`src/rtl/pause_pkg.sv`:
```
package pause_pkg;
  localparam logic [47:0] CTRL_DEST_ADDR = 48'h0180C2000001;
  localparam logic [15:0] CTRL_ETHERTYPE = 16'h8808;
  localparam logic [15:0] CTRL_OPCODE    = 16'h0001;
  localparam logic [31:0] CRC_POLY_REFL  = 32'hEDB88320;
  localparam int          HDR_BYTES      = 14;
  localparam int          FCS_BYTES      = 4;

  typedef enum logic [1:0] {
    LANE_IDLE   = 2'd0,
    LANE_CLIENT = 2'd1,
    LANE_PAUSE  = 2'd2
  } lane_e;

  function automatic logic [31:0] crc32_step(input logic [31:0] c, input logic [7:0] d);
    logic [31:0] r;
    r = c;
    for (int i = 0; i < 8; i++) begin
      if (r[0] ^ d[i]) r = (r >> 1) ^ CRC_POLY_REFL;
      else             r = r >> 1;
    end
    return r;
  endfunction
endpackage

```
`src/rtl/pause_req_latch.sv`:
```
module pause_req_latch #(
  parameter int QW = 16
) (
  input  logic          clk,
  input  logic          rst_n,
  input  logic          ce,
  input  logic          fc_en,
  input  logic          req,
  input  logic [QW-1:0] quanta,
  input  logic          take,
  output logic          pending,
  output logic [QW-1:0] quanta_q
);
  always_ff @(posedge clk) begin
    if (!rst_n) begin
      pending  <= 1'b0;
      quanta_q <= '0;
    end else if (ce) begin
      if (!fc_en) begin
        pending <= 1'b0;
      end else if (req) begin
        pending  <= 1'b1;
        quanta_q <= quanta;
      end else if (take) begin
        pending <= 1'b0;
      end
    end
  end
endmodule

```
`src/rtl/pause_frame_gen.sv`:
```
module pause_frame_gen
  import pause_pkg::*;
#(
  parameter int PAYLOAD_BYTES = 46,
  parameter int QW            = 16
) (
  input  logic          clk,
  input  logic          rst_n,
  input  logic          ce,
  input  logic          active,
  input  logic [47:0]   src_mac,
  input  logic [QW-1:0] quanta,
  output logic [7:0]    byte_o,
  output logic          last_o,
  output logic          mid_o
);
  localparam int BODY  = HDR_BYTES + PAYLOAD_BYTES;
  localparam int TOTAL = BODY + FCS_BYTES;
  localparam int CW    = $clog2(TOTAL);

  logic [CW-1:0]  cnt;
  logic [QW-1:0]  q_frame;
  logic [31:0]    crc_q;
  logic [31:0]    fcs;
  int             idx;

  assign fcs    = ~crc_q;
  assign last_o = (cnt == CW'(TOTAL - 1));
  assign mid_o  = (cnt != '0);

  always_comb begin
    idx = int'(cnt);
    if (idx < 6)            byte_o = CTRL_DEST_ADDR[8*(5 - idx) +: 8];
    else if (idx < 12)      byte_o = src_mac[8*(11 - idx) +: 8];
    else if (idx == 12)     byte_o = CTRL_ETHERTYPE[15:8];
    else if (idx == 13)     byte_o = CTRL_ETHERTYPE[7:0];
    else if (idx == 14)     byte_o = CTRL_OPCODE[15:8];
    else if (idx == 15)     byte_o = CTRL_OPCODE[7:0];
    else if (idx == 16)     byte_o = q_frame[15:8];
    else if (idx == 17)     byte_o = q_frame[7:0];
    else if (idx < BODY)    byte_o = 8'h00;
    else                    byte_o = fcs[8*(idx - BODY) +: 8];
  end

  always_ff @(posedge clk) begin
    if (!rst_n) begin
      cnt     <= '0;
      q_frame <= '0;
      crc_q   <= '1;
    end else if (ce && active) begin
      cnt <= last_o ? '0 : cnt + 1'b1;
      if (cnt == '0) begin
        q_frame <= quanta;
        crc_q   <= crc32_step(32'hFFFF_FFFF, byte_o);
      end else if (idx < BODY) begin
        crc_q   <= crc32_step(crc_q, byte_o);
      end
    end
  end
endmodule

```
`src/rtl/pause_tx_mux.sv`:
```
module pause_tx_mux
  import pause_pkg::*;
(
  input  logic clk,
  input  logic rst_n,
  input  logic ce,
  input  logic tx_hold,
  input  logic pending,
  input  logic pause_last,
  input  logic cli_valid,
  input  logic cli_last,
  output logic cli_ready,
  output logic pause_act,
  output logic in_client,
  output logic take
);
  lane_e lane;

  assign in_client = (lane == LANE_CLIENT);
  assign pause_act = (lane == LANE_PAUSE) || ((lane == LANE_IDLE) && pending);
  assign cli_ready = ce && !pause_act && (in_client || !tx_hold);
  assign take      = ce && (lane == LANE_IDLE) && pending;

  always_ff @(posedge clk) begin
    if (!rst_n) begin
      lane <= LANE_IDLE;
    end else if (ce) begin
      case (lane)
        LANE_IDLE: begin
          if (pending)                                 lane <= LANE_PAUSE;
          else if (cli_valid && cli_ready && !cli_last) lane <= LANE_CLIENT;
        end
        LANE_CLIENT: if (cli_valid && cli_last)        lane <= LANE_IDLE;
        LANE_PAUSE:  if (pause_last)                   lane <= LANE_IDLE;
        default:                                       lane <= LANE_IDLE;
      endcase
    end
  end
endmodule

```
`src/rtl/pause_tx_arbiter.sv`:
```
module pause_tx_arbiter #(
  parameter int PAYLOAD_BYTES = 46,
  parameter int QW            = 16,
  parameter int DW            = 8
) (
  input  logic          clk,
  input  logic          rst_n,
  input  logic          ce,
  input  logic          fc_en,
  input  logic          tx_hold,
  input  logic [47:0]   src_mac,
  input  logic          pause_req,
  input  logic [QW-1:0] pause_val,
  input  logic [DW-1:0] cli_data,
  input  logic          cli_valid,
  input  logic          cli_last,
  output logic          cli_ready,
  output logic [DW-1:0] mac_data,
  output logic          mac_valid,
  output logic          mac_last
);
  logic          pending;
  logic [QW-1:0] quanta_q;
  logic          take;
  logic          pause_act;
  logic          in_client;
  logic [7:0]    gen_byte;
  logic          gen_last;
  logic          gen_mid;

  pause_req_latch #(.QW(QW)) u_latch (
    .clk(clk), .rst_n(rst_n), .ce(ce), .fc_en(fc_en),
    .req(pause_req), .quanta(pause_val), .take(take),
    .pending(pending), .quanta_q(quanta_q)
  );

  pause_frame_gen #(.PAYLOAD_BYTES(PAYLOAD_BYTES), .QW(QW)) u_gen (
    .clk(clk), .rst_n(rst_n), .ce(ce), .active(pause_act),
    .src_mac(src_mac), .quanta(quanta_q),
    .byte_o(gen_byte), .last_o(gen_last), .mid_o(gen_mid)
  );

  pause_tx_mux u_mux (
    .clk(clk), .rst_n(rst_n), .ce(ce), .tx_hold(tx_hold),
    .pending(pending), .pause_last(gen_last),
    .cli_valid(cli_valid), .cli_last(cli_last),
    .cli_ready(cli_ready), .pause_act(pause_act),
    .in_client(in_client), .take(take)
  );

  assign mac_valid = ce && (pause_act || (cli_valid && cli_ready));
  assign mac_data  = pause_act ? DW'(gen_byte) : cli_data;
  assign mac_last  = pause_act ? gen_last : cli_last;
endmodule

```
`config.mk`:
```
export PLATFORM = sky130hd
export DESIGN_NAME = pause_tx_arbiter
export DESIGN_NICKNAME = d
export VERILOG_FILES = /design/src/rtl/pause_pkg.sv /design/src/rtl/pause_req_latch.sv /design/src/rtl/pause_frame_gen.sv /design/src/rtl/pause_tx_mux.sv /design/src/rtl/pause_tx_arbiter.sv
export SDC_FILE = /design/constraint.sdc
export NUM_CORES = 1
export LEC_CHECK = 0
export BUFFER_PORTS_ARGS = -buffer_cell sky130_fd_sc_hd__buf_2
export CORE_ASPECT_RATIO = 1.1
export CORE_MARGIN = 1
export CORE_UTILIZATION = 39
export CTS_CLUSTER_SIZE = 14
export DETAILED_ROUTE_END_ITERATION = 12
export GPL_ROUTABILITY_DRIVEN = 0
export SLEW_MARGIN = 10
export SYNTH_ARGS = -nofsm -noshare
export SYNTH_HDL_FRONTEND = slang
export SYNTH_SLANG_ARGS = --single-unit
```
`constraint.sdc`:
```
create_clock -name clk -period 5.2 [get_ports clk]
set_clock_uncertainty 0.1 [all_clocks]
set_input_delay 1.04 -clock clk [delete_from_list [all_inputs] [get_ports clk]]
set_output_delay 1.04 -clock clk [all_outputs]
set_load 0.05 [all_outputs]
```
==> out/metrics.yaml, run 1 <==
fin_ws_ns: 0.423
antenna_found_initial: 0
clock_latency_ns: 0.35
start_kind: "flop"
core-area_sq_um: 14400
numCtsBuffers: 9
cpMostUsedCell: "nand3_1"
power_frac_clock_pct: 44.0
seqPwrFrac_pct: 38.2
drcViolationCount: 0
clock_path_buffers: 2
p_switching_w: 0.000437
intPower_w: 0.00112
seqCellArea_sq_um: 1460
track_usage_pct: 23.0
total_leakage_power_nw: 2.55
gr-total-overflow: 0
hold_viol_final: 0
cp-end-kind: "output port"
multiInputGateArea_sq_um: 4050
portBuffers: 90
synth_flop_cell: "dfxtp_1"
dp_hpwl_um: 12900
cp_slowest_cell: "dfxtp_1"
cts_tree: "done"
rows: 46
postCtsSetupRepairBufs: 0
crit_arrival_ns: 3.64
grt_first_pass_wirelength_um: 27900
cap_violations: 0
syn_nets: 796
vias: 5471
drtIter0Drc: 415
wirelength_um: 17300
synth_edf_count: 0
cts_root_buf: "clkbuf_16"
syn_to_final_growth_pct: 15.5
dr.pass1.iters: 5
hold_buffers: 0
grt_pass1_vias: 5433
fin_crit_sh_pct: 91.9
path_max_fanout: 20
grt_max_degree: 42
path_class: "flop to output port"
ant_nets: 0
nFillCells: 1432
finalWorstPathRequiredPeriod_ns: 4.78
syn_inst: 707
drive_gt1_share_pct: 20.4
worst_ep_required_time_ns: 4.06
status: "finished clean"
ir_worst_vdd_mv: 0.161
die_y_um: 130
swShare_pct: 28.1
dp_cells: 952
critical_path.cell_chain: "inv_1, ha_1, nand3_1, a21oi_1, o311ai_0, nand3_1, mux2_2, buf_2"
layout.nets: 860
cp.buffers_inverters: 2
cp_top_family: "flip-flops"
clock.fmax_ghz: 0.209
synth.yosys.seq_area_share_pct: 25.3
yosysMostFrequentCell: "nand2_1"
synth_top_cell_by_area: "dfxtp_1"
clk_pin_slew_ns: 0.06
cts_max_level: 3
relSlewSlack_pct: 43.6
synthesis.area_sq_um: 5770
vias_per_cell: 5.65
synth.distinct_cells: 73
tightestPinTransition_ns: 0.840
chipWidth_um: 118
yosysWarnings: 0
wl_per_cell_um: 17.9
synth.avg_cell_area_sq_um: 8.16
slew_viol_final: 0
synth_top_area_share_pct: 25.3
cts_resized: 0
p_per_area_nw_per_um2: 233
io_pins: 91
num_antenna_cells: 0
hp-class: "flop to flop"
slowest_delay_ns: 0.85
place_ws_ns: 0.679
reg2reg_setup_slack_ns: 0.59
die-area_sq_um: 15300
utilization_pct: 46.1
comb_power_share_pct: 17.9
yosys-top-cells-count: "nand2_1, xnor2_1, dfxtp_1"
synth_area_leaders: "dfxtp_1, xnor2_1, nand2_1"
synth-seq-cells: 73
rsz0062_at_grt: "false"
tns_ns: 0
setup_violations: 0
layout.cells.non_filler: 968
clkSinkCount: 73
start_util_pct: 39.9
synthArstFlopShare_pct: 0
per-layer routing:
metal  wire, um  up-vias  GRT usage (%)  share of wire, %
met5          0        -              0                 0
met4        727        0           12.3               4.2
met3       1090       52           3.57               6.3
met2       8290      226           40.7                48
met1       7200     2593           26.9                42
li1           -     2600              -                 -
layout by cell type (no fill, tap or decap), drive strengths merged, types with 4 or more instances in the layout:
| master | count |
|---|---|
| inv | 11 |
| xor2 | 32 |
| a21oi | 23 |
| mux4 | 9 |
| nand3 | 20 |
| xnor2 | 83 |
| a21o | 4 |
| o311ai | 4 |
| nand2b | 4 |
| dfxtp | 73 |
| nor4 | 4 |
| nor3 | 9 |
| o22ai | 8 |
| o32ai | 4 |
| mux2i | 24 |
| buf | 105 |
| o21ai | 31 |
| or2 | 6 |
| nand2 | 135 |
| mux2 | 6 |
| o21a | 4 |
| nand3b | 4 |
| and2 | 8 |
| a21boi | 34 |
| clkbuf | 10 |
| nand4 | 5 |
| nor2 | 34 |
| ha | 9 |
| o211ai | 19 |
power by group through the flow:
stage / Clock (W) / Sequential (W) / Combinational (W)
final: 0.000683 / 0.000593 / 0.000277
after global routing: 0.000712 / 0.000594 / 0.000301
after CTS: 0.000694 / 0.000592 / 0.000278
after detailed placement: 0 / 0.000605 / 0.000275
after global placement: 0 / 0.000605 / 0.000270
after floorplan: 0 / 0.000596 / 0.000203
stage by stage:
stage	instance area, sq um	hold WS, ns	total power, W
after global placement	6340	0.355	0.000875
after detailed placement	6340	0.361	0.000880
after global routing	6660	0.383	0.00161
after floorplan	5770	0.338	0.000799
final	6660	0.365	0.00155
after CTS	6660	0.370	0.00156
cell families (layout without fill, tap and decap cells):
group	count (synthesis)	in the layout	share of synthesized area (%)
buffers and inverters	61	130	4.55
AO/OA/AOI/OAI	159	159	20.0
flip-flops	73	73	25.3
AND/OR/NAND/NOR	249	249	19.9
adder cells (fa/ha/maj)	9	9	1.95
XOR/XNOR	117	117	19.4
multiplexers	39	39	8.85
registers in the layout (all words and copies together), names as in the netlist:
register,cells
u_latch.quanta_q,16
u_gen.crc_q,32
u_mux.lane,2
u_gen.q_frame,16
u_latch.pending,1
u_gen.cnt,6
final cells by class:
cell class | count | area share (%)
multi-input cells | 573 | 60.7
flip-flops and latches | 73 | 21.9
repair buffers | 105 | 8.45
well taps | 192 | 3.61
clock buffers | 10 | 3.44
clock inverters | 6 | 1.35
inverters | 9 | 0.507
path summary, 6_finish.rpt:
kind,from,end,cells past startpoint
worst min register to register,u_latch.quanta_q[4],u_latch.quanta_q[4],2
worst max register to register,u_gen.cnt[1],u_gen.crc_q[17],12
worst max-delay path,u_gen.cnt[1],mac_data[0],8
worst min-delay path,u_latch.quanta_q[4],u_latch.quanta_q[4],2
worst register-to-register path: stages, from the launching register on:
cell and delay (ns):
dfxtp_1 0.85, inv_1 0.16, ha_1 0.40, nand3_1 0.15, a21oi_1 0.09, o311ai_0 0.55
nand3_1 0.47, xor2_1 0.63, xnor2_1 0.36, xnor2_1 0.22, xor2_1 0.17, a211oi_1 0.22
o21ai_0 0.10
(Power assumes the default switching activity.)
==> run 2: changes to the inputs <==
CELL_PAD_IN_SITES_DETAIL_PLACEMENT = 0   (was default)
CELL_PAD_IN_SITES_GLOBAL_PLACEMENT = 2   (was default)
CORE_UTILIZATION = 34   (was 39)
PLACE_DENSITY_LB_ADDON = 0.1   (was default)
==> run 2 against run 1 <==
Via count decreased by 2.5%. Largest cell class unchanged. Clock-buffer cell count up 1. Sequential cell count is the same. Core utilization fell by 5.4 points. Critical path type unchanged. Final area increased by 0.83%. Maximum frequency up 2.9%. Setup slack improved by 0.13 ns.
==> out/metrics.yaml, run 2 (same netlist as run 1, synthesis figures left out) <==
ant_nets: 0  # unchanged
slew_viol_final: 0  # unchanged
largest_register_ffs: 32  # unchanged
worstHoldStart: "u_latch.quanta_q[14]"
clock_path_buffers: 2  # unchanged
wl_per_cell_um: 18.7  # +4.7%
cap_violations: 0  # unchanged
start_kind: "flop"
relSlewSlack_pct: 34.0  # -9.6 points
dp_hpwl_um: 13600  # +5.6%
rows: 49  # +6.5%
clk_pin_slew_ns: 0.07  # about the same
die-area_sq_um: 17500  # +14%
setup_violations: 0  # unchanged
postCtsSetupRepairBufs: 0  # unchanged
use_met1_pct: 28.5  # +1.6 points
syn_to_final_growth_pct: 16.4
chipWidth_um: 126  # +7.0%
start_util_pct: 35.0  # -5.0 points
tightestPinTransition_ns: 0.983  # +0.144 ns
cts_resized: 0  # unchanged
clock.fmax_ghz: 0.215  # +2.9%
gr-total-overflow: 0  # unchanged
status: "finished clean"
clkSinkCount: 73  # unchanged
path_class: "flop to output port"
design_area_sq_um: 6720  # +0.83%
tns_ns: 0  # unchanged
grt_pass1_vias: 5299  # -2.5%
ff2ff_path_depth: 12  # unchanged
worst_ep_required_time_ns: 4.06  # about the same
num_antenna_cells: 0  # unchanged
grt-busiest-layer: "met2"
drcViolationCount: 0  # unchanged
place_area_sq_um: 6410  # +1.1%
layout_common_cells: "nand2_1, buf_2, xnor2_1"
grt_first_pass_wirelength_um: 29300  # +5.2%
drtIter0Drc: 342  # -18%
cts_max_level: 3  # unchanged
drive_gt1_share_pct: 21.1  # +0.71 points
cts_root_buf: "clkbuf_16"
portBuffers: 90  # unchanged
use_met2_pct: 35.0  # -5.7 points
track_usage_pct: 21.5  # -1.5 points
rsz0062_at_grt: "false"
antenna_found_initial: 0  # unchanged
clock_latency_ns: 0.35  # about the same
cp-end-kind: "output port"
grt_max_degree: 46  # +9.5%
rr_startpoint: "u_gen.cnt[0]"
die_y_um: 139  # +7.0%
vias_per_cell: 5.41  # -4.3%
crit_arrival_ns: 3.50  # -0.14 ns
wirelength_um: 18500  # +6.7%
vias: 5336  # -2.5%
worstReg2RegEnd: "u_gen.crc_q[17]"
cts_tree: "done"
min_to: "u_gen.q_frame[14]"
numCtsBuffers: 9  # unchanged
mostFrequentLayoutCell: "nand2_1"
p_per_area_nw_per_um2: 227  # -2.4%
total_leakage_power_nw: 2.57  # +1.1%
core-area_sq_um: 16500  # +14%
io_pins: 91  # unchanged
layout.nets: 867  # +0.81%
hold_viol_final: 0  # unchanged
dr.pass1.iters: 5  # unchanged
finalWorstPathRequiredPeriod_ns: 4.64  # -0.135 ns
top_register: "u_gen.crc_q"
hp-class: "flop to flop"
fin_crit_sh_pct: 89.3  # -2.6 points
ir_worst_vdd_mv: 0.149  # -7.2%
reg2reg_setup_slack_ns: 0.57  # -0.02 ns
holdPathStages: 2  # unchanged
hold_buffers: 0  # unchanged
reg_top3: "u_gen.crc_q (32), u_gen.q_frame (16), u_latch.quanta_q (16)"
grtUsageMet3_pct: 3.55  # -0.016 points
path_max_fanout: 15  # -25%
==> run 2: changes by cell type in the layout (fill, tap and decap cells not counted), sizes merged <==
cell    change
clkinv      +1
clkbuf      +1
bufinv      -1
buf         +7
inv         -1
==> run 2: layout make-up <==
type | instances | area, sq um
repair buffers | 112 | 616
multi-input cells | 573 | 4050
inverters | 9 | 33.8
fillers | 1737 | 9770
clock inverters | 5 | 63.8
well taps | 204 | 255
clock buffers | 11 | 243
flip-flops and latches | 73 | 1460
==> run 2: stage by stage <==
| stage | utilization (%) | power, W | std cells | setup slack (ns) | hold slack [ns] |
|---|---|---|---|---|---|
| final | 40.7 | 0.00153 | 987 | 0.557 | 0.359 |
| after floorplan | - | 0.000799 | 707 | 0.762 | 0.338 |
| after global placement | 38.9 | 0.000882 | 971 | 0.554 | 0.359 |
| after detailed placement | 38.9 | 0.000882 | 971 | 0.602 | 0.363 |
| after CTS | 40.7 | 0.00154 | 987 | 0.461 | 0.370 |
| after global routing | 40.7 | 0.00160 | 987 | 0.262 | 0.394 |
==> run 2: worst max-delay path by stage <==
| stage | from | end | cells past startpoint |
|---|---|---|---|
| detailed placement | u_gen.cnt[0] | u_gen.crc_q[17] | 12 |
| global route | u_gen.cnt[0] | u_gen.crc_q[21] | 12 |
| CTS | u_gen.cnt[0] | mac_data[6] | 8 |
| finish | u_gen.cnt[0] | mac_data[6] | 8 |
| global placement | u_gen.cnt[0] | u_gen.crc_q[17] | 12 |
| floorplan | u_gen.cnt[0] | mac_data[1] | 11 |
==> run 2: where the power goes <==
part	leakage [nW]	switching, W	internal [W]
combinational	1.84	0.000157	0.000121
sequential	0.592	0.0000202	0.000574
clock	0.146	0.000268	0.000389
total	2.57	0.000445	0.00108
==> run 2: per-layer routing <==
layer,wire [um],vias to the layer above
li1,-,2617
met2,8660,140
met1,8550,2553
met5,0,-
met4,427,0
met3,839,26
==> run 2: critical path, stage by stage (launching register included) <==
cell,delay (ns)
dfxtp_1,0.75
inv_1,0.19
ha_1,0.42
nand4b_1,0.32
nor2_1,0.09
o311a_1,0.43
a21oi_2,0.46
mux2_2,0.24
buf_2,0.25
==> run 3: changes to the inputs <==
--- a/config.mk
+++ b/config.mk
@@ -15,4 +15,5 @@
 export DETAILED_ROUTE_END_ITERATION = 12
 export GPL_ROUTABILITY_DRIVEN = 0
+export HOLD_SLACK_MARGIN = 0.15
 export PLACE_DENSITY_LB_ADDON = 0.1
 export SLEW_MARGIN = 10
==> constraint.sdc (replaced) <==
create_clock -name clk -period 5.2 [get_ports clk]
set_clock_uncertainty 0.1 [all_clocks]
set_input_delay 0.26 -clock clk [delete_from_list [all_inputs] [get_ports clk]]
set_output_delay 0.26 -clock clk [all_outputs]
set_load 0.05 [all_outputs]
==> run 3 against run 2 <==
Clock power shrank 9.7%. Setup slack better by 0.23 ns. Sequential cell count stayed put. Power down 3.6%. Core utilization up 0.64 points. Global-route usage rose by 0.30 points. Routed wire length increased by 1.9%. Combinational power increased by 4%. Die area stayed put. First-iteration DRC count is 14% lower. Critical path type is now flop to flop. Largest cell class unchanged.
==> out/metrics.yaml, run 3 (same netlist as run 1, synthesis figures left out) <==
status: "finished clean"
drtIter0Drc: 295  # -14%
postCtsSetupRepairBufs: 0  # unchanged
intPower_w: 0.00103  # -5.0%
place_ws_ns: 0.817  # +0.214 ns
p_switching_w: 0.000445  # about the same
hold_viol_final: 0  # unchanged
wl_met3_um: 859  # +2.4%
tightestPinTransition_ns: 0.892  # -0.0909 ns
cp.buffers_inverters: 1  # -1
largest_register_ffs: 32  # unchanged
track_usage_pct: 21.8  # +0.30 points
layout_common_cells: "nand2_1, buf_2, xnor2_1"
clk_pin_slew_ns: 0.06  # about the same
cts_root_buf: "clkbuf_16"
p_total_w: 0.00147  # -3.6%
cpMostUsedCell: "xnor2_1"
drcViolationCount: 0  # unchanged
total_leakage_power_nw: 2.61  # +1.3%
layout.nets: 880  # +1.5%
cp_slowest_cell: "xnor2_1"
crit_arrival_ns: 4.52  # +1.02 ns
top_register: "u_gen.crc_q"
slowest_delay_ns: 0.74  # about the same
hp-class: "input port to flop"
cap_violations: 0  # unchanged
critical_path.cell_chain: "buf_4, ha_1, or3b_2, a21o_1, a32o_1, nand2_1, xnor2_1, xnor2_1, xnor2_1, xor2_1, a211oi_1, o21ai_0"
dr.pass1.iters: 7  # +2
reg_top3: "u_gen.crc_q (32), u_gen.q_frame (16), u_latch.quanta_q (16)"
nFillCells: 1675  # -3.6%
path_class: "flop to flop"
numCtsBuffers: 9  # unchanged
seqPwrFrac_pct: 40.3  # +1.4 points
die_y_um: 139  # unchanged
fin_ws_ns: 0.786  # +0.229 ns
drive_gt1_share_pct: 20.4  # -0.72 points
start_kind: "flop"
p_per_area_nw_per_um2: 216  # -5.1%
wl_met2_um: 8940  # +3.3%
clock_path_buffers: 2  # unchanged
cts_tree: "done"
start_util_pct: 35.0  # unchanged
slew_viol_final: 0  # unchanged
mostFrequentLayoutCell: "nand2_1"
fin_crit_sh_pct: 84.9  # -4.4 points
comb_power_share_pct: 19.5  # +1.4 points
clock_latency_ns: 0.35  # about the same
vias: 5380  # +0.82%
cp-end-kind: "flop"
grt_max_degree: 50  # +8.7%
die-area_sq_um: 17500  # unchanged
wl_per_cell_um: 18.8  # +0.62%
antenna_found_initial: 0  # unchanged
route.top_layer_used: "met4"
num_antenna_cells: 0  # unchanged
io_pins: 91  # unchanged
worst_ep_required_time_ns: 5.31  # +1.25 ns
portBuffers: 90  # unchanged
clkSinkCount: 73  # unchanged
vias_per_cell: 5.38  # -0.49%
chipWidth_um: 126  # unchanged
grt_pass1_vias: 5164  # -2.5%
path_max_fanout: 22  # +7
clock.fmax_ghz: 0.227  # +5.2%
ant_nets: 0  # unchanged
core-area_sq_um: 16500  # unchanged
ir_worst_vdd_mv: 0.161  # +8.0%
finalWorstPathRequiredPeriod_ns: 4.41  # -0.229 ns
power_frac_clock_pct: 40.2  # -2.8 points
wirelength_um: 18800  # +1.9%
relSlewSlack_pct: 40.1  # +6.1 points
wl_met1_um: 8580  # +0.32%
swShare_pct: 30.2  # +1.1 points
rsz0062_at_grt: "false"
cp_top_family: "XOR/XNOR gates"
dp_hpwl_um: 14000  # +3.3%
setup_violations: 0  # unchanged
tns_ns: 0  # unchanged
gr-total-overflow: 0  # unchanged
grt_first_pass_wirelength_um: 29500  # +0.54%
syn_to_final_growth_pct: 18.3
cts_max_level: 3  # unchanged
rows: 49  # unchanged
run 3: cell count changes in the layout (fill, tap and decap cells not counted):
cell and delta:
clkbuf_1 +1, bufinv_16 -1, and3_1 -1, and3_2 +1, dlygate4sd3_1 +16, clkbuf_8 -1
clkinvlp_4 +1, buf_4 -3
run 3: layout make-up:
class	instances	area, sq um	area share [%]
clock buffers	11	233	3.41
clock inverters	5	41.3	0.605
inverters	9	33.8	0.495
multi-input cells	573	4050	59.3
flip-flops and latches	73	1460	21.4
well taps	204	255	3.74
repair buffers	125	753	11.0
run 3: tightest hold or removal path: stages:
cell and delay [ns]:
buf_2 0.10, o41ai_1 0.07, and2_1 0.14
run 3: what timing repair did:
action / in CTS / in global routing
resized for setup: 0 / 0
hold buffers: 16 / 0
endpoints found under the hold margin: 16 / 0
run 3: through the flow:
stage | instance area, sq um | utilization (%) | hold WS (ns) | instances
after floorplan | 5770 | - | 0.305 | 707
after CTS | 6820 | 41.4 | 0.150 | 1000
after detailed placement | 6390 | 38.7 | 0.361 | 968
after global routing | 6820 | 41.4 | 0.170 | 1000
after global placement | 6390 | 38.7 | 0.359 | 968
final | 6820 | 41.4 | 0.156 | 1000
run 3: final timing paths:
check,startpoint,endpoint,slack (ns),cells past startpoint
worst max-delay path,u_gen.cnt[2],u_gen.crc_q[17],0.79,12
worst min-delay path,cli_last,u_mux.lane[0],0.16,3
worst max register to register,u_gen.cnt[2],u_gen.crc_q[17],0.79,12
worst min register to register,u_latch.quanta_q[13],u_latch.quanta_q[13],0.36,2
run 3: power by group through the flow:
stage | Sequential (W) | Clock (W) | Combinational, W
floorplan | 0.000596 | 0 | 0.000203
global placement | 0.000606 | 0 | 0.000277
detailed placement | 0.000606 | 0 | 0.000278
CTS | 0.000594 | 0.000605 | 0.000289
global route | 0.000595 | 0.000630 | 0.000313
finish | 0.000594 | 0.000593 | 0.000287
run 3: routing by layer:
metal,vias up,track usage [%]
met4,0,8.43
met5,-,0
met3,29,4.21
li1,2640,-
met2,140,36.1
met1,2571,27.9
